### src/rtl/cbm_pkg.sv
// Shared constants and types for the cartridge bank mapper.
// Assumes a 16-bit CPU address split into eight 8 KiB windows.
package cbm_pkg;
    localparam int CPU_AW      = 16;
    localparam int PPU_AW      = 14;
    localparam int PRG_OFF_W   = 13;
    localparam int CHR_OFF_W   = 10;
    localparam int NUM_CHR_WIN = 8;
    localparam int NUM_PRG_SW  = 4;

    localparam logic [2:0] WIN_LOW_RAM = 3'd3;
    localparam logic [2:0] WIN_CMD     = 3'd4;
    localparam logic [2:0] WIN_PARAM   = 3'd5;
    localparam logic [2:0] WIN_FIXED   = 3'd7;

    localparam logic [3:0] CMD_PRG_BASE = 4'h8;
    localparam logic [3:0] CMD_MIRROR   = 4'hC;
    localparam logic [3:0] CMD_TMR_CTRL = 4'hD;
    localparam logic [3:0] CMD_TMR_LO   = 4'hE;
    localparam logic [3:0] CMD_TMR_HI   = 4'hF;

    typedef enum logic [1:0] {
        MIR_VERT   = 2'd0,
        MIR_HORZ   = 2'd1,
        MIR_ONE_LO = 2'd2,
        MIR_ONE_HI = 2'd3
    } mirror_e;
endpackage

### src/rtl/cbm_cfg_regs.sv
// Command latch and the configuration entries it indexes.
// Assumes CHR_BW <= 8 and PRG_BW <= 5. A write lasts one clock.
// Timer commands leave as registered one-cycle strobes.
module cbm_cfg_regs
    import cbm_pkg::*;
#(
    parameter int CHR_BW = 8,
    parameter int PRG_BW = 5
) (
    input  logic                                  clk,
    input  logic                                  rst_n,
    input  logic                                  wr_en,
    input  logic [2:0]                            wr_win,
    input  logic [7:0]                            wr_data,
    output logic [NUM_CHR_WIN-1:0][CHR_BW-1:0]    chr_bank,
    output logic [NUM_PRG_SW-1:0][PRG_BW-1:0]     prg_bank,
    output logic                                  low_ram_sel,
    output logic                                  low_ram_en,
    output mirror_e                               mirror,
    output logic                                  tmr_ctrl_we,
    output logic                                  tmr_lo_we,
    output logic                                  tmr_hi_we,
    output logic [7:0]                            tmr_data
);
    logic [3:0] cmd_q;
    logic       cmd_wr;
    logic       par_wr;

    assign cmd_wr = wr_en && (wr_win == WIN_CMD);
    assign par_wr = wr_en && (wr_win == WIN_PARAM);

    // Latch the command number from the low nibble.
    always_ff @(posedge clk) begin
        if (!rst_n)      cmd_q <= '0;
        else if (cmd_wr) cmd_q <= wr_data[3:0];
    end

    // One bank entry per video window.
    for (genvar g = 0; g < NUM_CHR_WIN; g++) begin : g_chr
        // Load the character bank when its command is written.
        always_ff @(posedge clk) begin
            if (!rst_n)
                chr_bank[g] <= '0;
            else if (par_wr && cmd_q == 4'(g))
                chr_bank[g] <= wr_data[CHR_BW-1:0];
        end
    end

    // One bank entry per switchable program window.
    for (genvar g = 0; g < NUM_PRG_SW; g++) begin : g_prg
        // Load the program bank when its command is written.
        always_ff @(posedge clk) begin
            if (!rst_n)
                prg_bank[g] <= '0;
            else if (par_wr && cmd_q == CMD_PRG_BASE + 4'(g))
                prg_bank[g] <= wr_data[PRG_BW-1:0];
        end
    end

    // RAM select and enable for the lowest program window.
    always_ff @(posedge clk) begin
        if (!rst_n) begin
            low_ram_sel <= 1'b0;
            low_ram_en  <= 1'b0;
        end else if (par_wr && cmd_q == CMD_PRG_BASE) begin
            low_ram_sel <= wr_data[6];
            low_ram_en  <= wr_data[7];
        end
    end

    // Nametable arrangement.
    always_ff @(posedge clk) begin
        if (!rst_n)
            mirror <= MIR_VERT;
        else if (par_wr && cmd_q == CMD_MIRROR)
            mirror <= mirror_e'(wr_data[1:0]);
    end

    // Timer strobes, one cycle after the parameter write.
    always_ff @(posedge clk) begin
        if (!rst_n) begin
            tmr_ctrl_we <= 1'b0;
            tmr_lo_we   <= 1'b0;
            tmr_hi_we   <= 1'b0;
            tmr_data    <= '0;
        end else begin
            tmr_ctrl_we <= par_wr && (cmd_q == CMD_TMR_CTRL);
            tmr_lo_we   <= par_wr && (cmd_q == CMD_TMR_LO);
            tmr_hi_we   <= par_wr && (cmd_q == CMD_TMR_HI);
            if (par_wr) tmr_data <= wr_data;
        end
    end

    a_r9_one_strobe: assert property (@(posedge clk) disable iff (!rst_n)
        $onehot0({tmr_ctrl_we, tmr_lo_we, tmr_hi_we}));
    a_r9_lo_cause: assert property (@(posedge clk) disable iff (!rst_n)
        tmr_lo_we |-> $past(par_wr && cmd_q == CMD_TMR_LO));
    a_r9_single_pulse: assert property (@(posedge clk) disable iff (!rst_n)
        tmr_hi_we |=> !tmr_hi_we || $past(par_wr));
    a_r1_cmd_hold: assert property (@(posedge clk) disable iff (!rst_n)
        !cmd_wr |=> $stable(cmd_q));
    a_r2_banks_hold: assert property (@(posedge clk) disable iff (!rst_n)
        !par_wr |=> $stable(chr_bank) && $stable(prg_bank) && $stable(mirror));
endmodule

### src/rtl/cbm_prg_map.sv
// CPU address translation to program ROM or work RAM.
// Assumes the fixed top window maps to the last bank of a full-size ROM.
module cbm_prg_map
    import cbm_pkg::*;
#(
    parameter int PRG_BW = 5
) (
    input  logic                              clk,
    input  logic                              rst_n,
    input  logic [CPU_AW-1:0]                 cpu_addr,
    input  logic [NUM_PRG_SW-1:0][PRG_BW-1:0] prg_bank,
    input  logic                              low_ram_sel,
    input  logic                              low_ram_en,
    output logic [PRG_BW+PRG_OFF_W-1:0]       prg_addr,
    output logic                              prg_rom_ce,
    output logic                              prg_ram_ce
);
    localparam int PA_W = PRG_BW + PRG_OFF_W;

    logic [2:0]        win;
    logic [PRG_BW-1:0] bank;

    assign win = cpu_addr[CPU_AW-1 -: 3];

    // Pick the bank and enables for the addressed window.
    always_comb begin
        bank       = '0;
        prg_rom_ce = 1'b0;
        prg_ram_ce = 1'b0;
        case (win)
            WIN_LOW_RAM: begin
                bank       = prg_bank[0];
                prg_rom_ce = !low_ram_sel;
                prg_ram_ce = low_ram_sel && low_ram_en;
            end
            3'd4: begin bank = prg_bank[1]; prg_rom_ce = 1'b1; end
            3'd5: begin bank = prg_bank[2]; prg_rom_ce = 1'b1; end
            3'd6: begin bank = prg_bank[3]; prg_rom_ce = 1'b1; end
            WIN_FIXED: begin bank = '1; prg_rom_ce = 1'b1; end
            default: ;
        endcase
    end

    assign prg_addr = {bank, cpu_addr[PRG_OFF_W-1:0]};

    a_r5_ce_exclusive: assert property (@(posedge clk) disable iff (!rst_n)
        !(prg_rom_ce && prg_ram_ce));
    a_r5_ram_window: assert property (@(posedge clk) disable iff (!rst_n)
        prg_ram_ce |-> (cpu_addr[CPU_AW-1 -: 3] == WIN_LOW_RAM));
    a_r7_fixed_top: assert property (@(posedge clk) disable iff (!rst_n)
        (cpu_addr[CPU_AW-1 -: 3] == WIN_FIXED) |->
            prg_rom_ce && (prg_addr[PA_W-1:PRG_OFF_W] == {PRG_BW{1'b1}}));
    a_r11_low_quiet: assert property (@(posedge clk) disable iff (!rst_n)
        (cpu_addr < 16'h6000) |-> !prg_rom_ce && !prg_ram_ce);
endmodule

### src/rtl/cbm_chr_map.sv
// Video address translation to character ROM and the nametable select.
// Assumes pattern space is video addresses below $2000.
module cbm_chr_map
    import cbm_pkg::*;
#(
    parameter int CHR_BW = 8
) (
    input  logic                                clk,
    input  logic                                rst_n,
    input  logic [PPU_AW-1:0]                   ppu_addr,
    input  logic [NUM_CHR_WIN-1:0][CHR_BW-1:0]  chr_bank,
    input  mirror_e                             mirror,
    output logic [CHR_BW+CHR_OFF_W-1:0]         chr_addr,
    output logic                                chr_ce,
    output logic                                nt_sel
);
    assign chr_addr = {chr_bank[ppu_addr[12:10]], ppu_addr[CHR_OFF_W-1:0]};
    assign chr_ce   = !ppu_addr[13];

    // Form the nametable half select from the mirroring mode.
    always_comb begin
        case (mirror)
            MIR_VERT:   nt_sel = ppu_addr[10];
            MIR_HORZ:   nt_sel = ppu_addr[11];
            MIR_ONE_LO: nt_sel = 1'b0;
            default:    nt_sel = 1'b1;
        endcase
    end

    a_r8_single_lo: assert property (@(posedge clk) disable iff (!rst_n)
        (mirror == MIR_ONE_LO) |-> !nt_sel);
    a_r8_single_hi: assert property (@(posedge clk) disable iff (!rst_n)
        (mirror == MIR_ONE_HI) |-> nt_sel);
    a_r3_chr_offset: assert property (@(posedge clk) disable iff (!rst_n)
        chr_addr[CHR_OFF_W-1:0] == ppu_addr[CHR_OFF_W-1:0]);
endmodule

### src/rtl/cart_bank_mapper.sv
// Top of the cartridge bank mapper: configuration entries plus the
// program and character address translators.
// Assumes one write per asserted cpu_wr cycle and no bus conflicts.
module cart_bank_mapper
    import cbm_pkg::*;
#(
    parameter int PRG_BW = 5,
    parameter int CHR_BW = 8
) (
    input  logic                        clk,
    input  logic                        rst_n,
    input  logic [15:0]                 cpu_addr,
    input  logic [7:0]                  cpu_data,
    input  logic                        cpu_wr,
    input  logic [13:0]                 ppu_addr,
    output logic [PRG_BW+12:0]          prg_addr,
    output logic                        prg_rom_ce,
    output logic                        prg_ram_ce,
    output logic [CHR_BW+9:0]           chr_addr,
    output logic                        chr_ce,
    output logic                        nt_sel,
    output logic                        tmr_ctrl_we,
    output logic                        tmr_lo_we,
    output logic                        tmr_hi_we,
    output logic [7:0]                  tmr_data
);
    logic [NUM_CHR_WIN-1:0][CHR_BW-1:0] chr_bank;
    logic [NUM_PRG_SW-1:0][PRG_BW-1:0]  prg_bank;
    logic                               low_ram_sel;
    logic                               low_ram_en;
    mirror_e                            mirror;

    cbm_cfg_regs #(.CHR_BW(CHR_BW), .PRG_BW(PRG_BW)) u_cfg (
        .clk(clk), .rst_n(rst_n), .wr_en(cpu_wr),
        .wr_win(cpu_addr[15:13]), .wr_data(cpu_data),
        .chr_bank(chr_bank), .prg_bank(prg_bank),
        .low_ram_sel(low_ram_sel), .low_ram_en(low_ram_en), .mirror(mirror),
        .tmr_ctrl_we(tmr_ctrl_we), .tmr_lo_we(tmr_lo_we),
        .tmr_hi_we(tmr_hi_we), .tmr_data(tmr_data)
    );

    cbm_prg_map #(.PRG_BW(PRG_BW)) u_prg (
        .clk(clk), .rst_n(rst_n), .cpu_addr(cpu_addr), .prg_bank(prg_bank),
        .low_ram_sel(low_ram_sel), .low_ram_en(low_ram_en),
        .prg_addr(prg_addr), .prg_rom_ce(prg_rom_ce), .prg_ram_ce(prg_ram_ce)
    );

    cbm_chr_map #(.CHR_BW(CHR_BW)) u_chr (
        .clk(clk), .rst_n(rst_n), .ppu_addr(ppu_addr), .chr_bank(chr_bank),
        .mirror(mirror), .chr_addr(chr_addr), .chr_ce(chr_ce), .nt_sel(nt_sel)
    );
endmodule

### config.mk
export PLATFORM = sky130hd
export DESIGN_NAME = cart_bank_mapper
export DESIGN_NICKNAME = d
export VERILOG_FILES = /design/src/rtl/cbm_pkg.sv /design/src/rtl/cbm_cfg_regs.sv /design/src/rtl/cbm_prg_map.sv /design/src/rtl/cbm_chr_map.sv /design/src/rtl/cart_bank_mapper.sv
export SDC_FILE = /design/constraint.sdc
export NUM_CORES = 1
export LEC_CHECK = 0
export ABC_AREA = 1
export BUFFER_PORTS_ARGS = -buffer_cell sky130_fd_sc_hd__buf_2
export CORE_AREA = 5 5 106 108
export DETAILED_ROUTE_END_ITERATION = 12
export DIE_AREA = 0 0 111 113
export GPL_TIMING_DRIVEN = 1
export PLACE_DENSITY = 0.89
export SYNTH_ARGS = -nofsm -noshare
export SYNTH_HDL_FRONTEND = slang
export SYNTH_HIERARCHICAL = 1
export SYNTH_SLANG_ARGS = --single-unit
### constraint.sdc
create_clock -name clk -period 1.8 [get_ports clk]
set_clock_uncertainty 0.2 [all_clocks]
set_input_delay 0 -clock clk [delete_from_list [all_inputs] [get_ports clk]]
set_output_delay 0 -clock clk [all_outputs]
set_load 0.005 [all_outputs]
==> results.sh <==
export IMPL_hpwl_mm=8.94
export IMPL_drive_above_1_share=0.119
export IMPL_htreeDepth=3
export IMPL_min_delay_start="ppu_addr[13]"
export IMPL_cts_made_buffers=9
export IMPL_final_cell_area_sq_um=6300
export IMPL_setup_viol=0
export IMPL_fin_tns_setup_ns=0
export IMPL_synth_area_leader_cell="dfxtp_1"
export IMPL_cts_root_buf="clkbuf_8"
export IMPL_die_w_um=111
export IMPL_ys_warn_count=6
export IMPL_routed_via_count=5520
export IMPL_fmax_ghz=0.573
export IMPL_timing_rr_start="u_cfg/cmd_q[0]"
export IMPL_grt_pass1_vias=5049
export IMPL_switching_share=0.260
export IMPL_ir_worst_vdd_mv=0.421
export IMPL_numPortBuffers=45
export IMPL_setup_ws_ns=0.0537
export IMPL_r2r_setup_slack_ns=0.17
export IMPL_postPlaceCellArea_sq_um=5750
export IMPL_wl_mm=14.2
export IMPL_die_area_sq_um=12500
export IMPL_grt_max_degree=45
export IMPL_rsz0062_at_grt="false"
export IMPL_cp_max_fo=3
export IMPL_rows=37
export IMPL_synth_common_cells="nand2_1, nor2_1, inv_1"
export IMPL_maxCapViolCount=0
export IMPL_hold_path_depth=3
export IMPL_post_place_ws_ns=0.257
export IMPL_viasPerCell=5.02
export IMPL_crit_required_ns=1.89
export IMPL_period_share=0.970
export IMPL_arrival_ns=1.84
export IMPL_rr_worst_depth=7
export IMPL_synthFlopType="dfxtp_1"
export IMPL_syn_mean_instance_area_sq_um=6.18
export IMPL_die_h_um=113
export IMPL_ant_nets=0
export IMPL_tightestPinTransition_ns=0.616
export IMPL_intPower_w=0.00315
export IMPL_path_clk_slew_ns=0.09
export IMPL_drt_iter0_drc=466
export IMPL_firstDrtPassIters=5
export IMPL_utilization=0.621
export IMPL_diodes=0
export IMPL_power_density_nw_per_um2=676
export IMPL_route_detailed_drc=0
export IMPL_r2r_end="u_cfg/prg_bank[13]"
export IMPL_coreArea_sq_um=10100
export IMPL_initial_core_util=0.556
export IMPL_yosysMostFrequentCell="nand2_1"
export IMPL_nNetsFinal=1002
export IMPL_final_max_slew_violation_count=0
export IMPL_ios=92
export IMPL_gp_congestion=0.920
export IMPL_tritoncts="done"
export IMPL_cts_sinks=103
export IMPL_ys_types=25
export IMPL_hold_violations=0
export IMPL_overflow=0
export IMPL_worst_setup_path_end_kind="register"
export IMPL_synth_cells=913
export IMPL_hp_class="in2out"
export IMPL_avgRoutedWirePerCell_um=12.9
export IMPL_grt_pass1_wl_mm=24.1
export IMPL_async_flop_share=0
export IMPL_syn_nets=954
export IMPL_synth_edf_count=0
export IMPL_p_sw_w=0.00111
export IMPL_antenna_found_initial=0
export IMPL_holdPathEnd="chr_ce"
export IMPL_total_power_w=0.00426
export IMPL_power_leakage_nw=3.12
export IMPL_yosysTopAreaCellShare=0.366
export IMPL_critPathLaunchType="input pin"
export IMPL_max_clock_path_buffers=2
export IMPL_seq_area_frac_synth=0.366
export IMPL_timing_final_crit_period_ns=1.75
export IMPL_area_delta_synth_final_pct=11.7
export IMPL_p_comb_frac=0.122
export IMPL_pwr_share_seq=0.541
export IMPL_ys_ff_latch=103
export IMPL_status="finished, final reports clean"
export IMPL_clockPowerShare=0.337
export IMPL_slew_headroom=0.590
export IMPL_track_usage=0.231
export IMPL_synthTopCellsByArea="dfxtp_1, nand2_1, nor2_1"
export IMPL_crit_type="in2reg"
export IMPL_syn_area_sq_um=5640
export IMPL_insertion_delay_ns=0.36
power by group through the flow:
stage	logic (W)	clock network (W)	registers, W
after floorplan	0.000355	0	0.00236
after global placement	0.000441	0	0.00236
after detailed placement	0.000447	0	0.00236
after CTS	0.000515	0.00146	0.00230
after global routing	0.000582	0.00156	0.00231
final	0.000522	0.00143	0.00231
area by class of cell:
cell class | instances | area, sq um
Tap cell | 136 | 170
Inverter | 135 | 519
Multi-Input combinational cell | 610 | 2600
Clock inverter | 3 | 43.8
Timing Repair Buffer | 102 | 766
Clock buffer | 11 | 141
Fill cell | 916 | 3840
Sequential cell | 103 | 2060
what timing repair did:
| item | CTS | global route |
|---|---|---|
| hold buffers | 35 | 0 |
| endpoints found under the hold margin | 104 | 0 |
| gates resized for setup | 0 | 0 |
| buffers inserted | 0 | 2 |
| endpoints found under the setup margin | 0 | 5 |
layer usage:
layer | part of all wire | track usage | wire length, um
met5 | 0 | 0 | 0
met4 | 0.020 | 0.0829 | 286
met3 | 0.077 | 0.0449 | 1090
met2 | 0.49 | 0.394 | 6870
met1 | 0.42 | 0.291 | 5910
per-stage QoR:
| step | hold slack, ns | cells |
|---|---|---|
| after detailed placement | -0.200 | 1049 |
| after floorplan | -0.173 | 913 |
| after global routing | 0.0292 | 1100 |
| final | 0.00753 | 1100 |
| after CTS | 0.00861 | 1098 |
| after global placement | -0.200 | 1049 |
cell usage in the layout, fill, tap and decap left out:
cell / instances
nand2_1: 260
nor2_1: 191
inv_1: 125
dfxtp_1: 103
nand3_1: 83
buf_2: 45
dlygate4sd3_1: 35
buf_4: 20
a21oi_1: 19
nand4_1: 18
nand2_2: 13
clkbuf_8: 10
o21ai_0: 10
nor2_4: 5
inv_2: 4
nand2_4: 4
nor2_2: 4
inv_4: 3
inv_6: 2
clkinv_1: 2
buf_12: 2
clkinv_2: 1
bufinv_16: 1
clkbuf_1: 1
o31ai_1: 1
nand3_2: 1
o211ai_1: 1
state kept, by name (all words and copies together) (netlist names):
register / count
u_cfg/chr_bank: 64
u_cfg/prg_bank: 20
u_cfg/tmr_data: 8
u_cfg/cmd_q: 4
u_cfg/mirror: 2
u_cfg/low_ram_en: 1
u_cfg/low_ram_sel: 1
u_cfg/tmr_ctrl_we: 1
u_cfg/tmr_hi_we: 1
u_cfg/tmr_lo_we: 1
cells by family after synthesis:
kind of cell | share of synthesized area
simple gates | 0.431
flops | 0.366
buf+inv | 0.175
compound gates | 0.0284
worst max-delay path by stage:
stage,startpoint,to
after global placement,u_cfg/cmd_q[0],u_cfg/prg_bank[13]
after global routing,cpu_addr[13],u_cfg/tmr_ctrl_we
after floorplan,u_cfg/cmd_q[2],u_cfg/chr_bank[16]
final,cpu_addr[13],u_cfg/tmr_ctrl_we
after detailed placement,u_cfg/cmd_q[1],u_cfg/prg_bank[8]
after CTS,cpu_addr[13],u_cfg/tmr_ctrl_we
critical path, cell delays in order:
cell and delay [ns]:
dlygate4sd3_1 0.52, buf_2 0.12, nand2_1 0.08, nor2_4 0.14, dlygate4sd3_1 0.63, nand4_1 0.17
nor2_1 0.17
No activity file was read; power rests on OpenSTA's default activity.
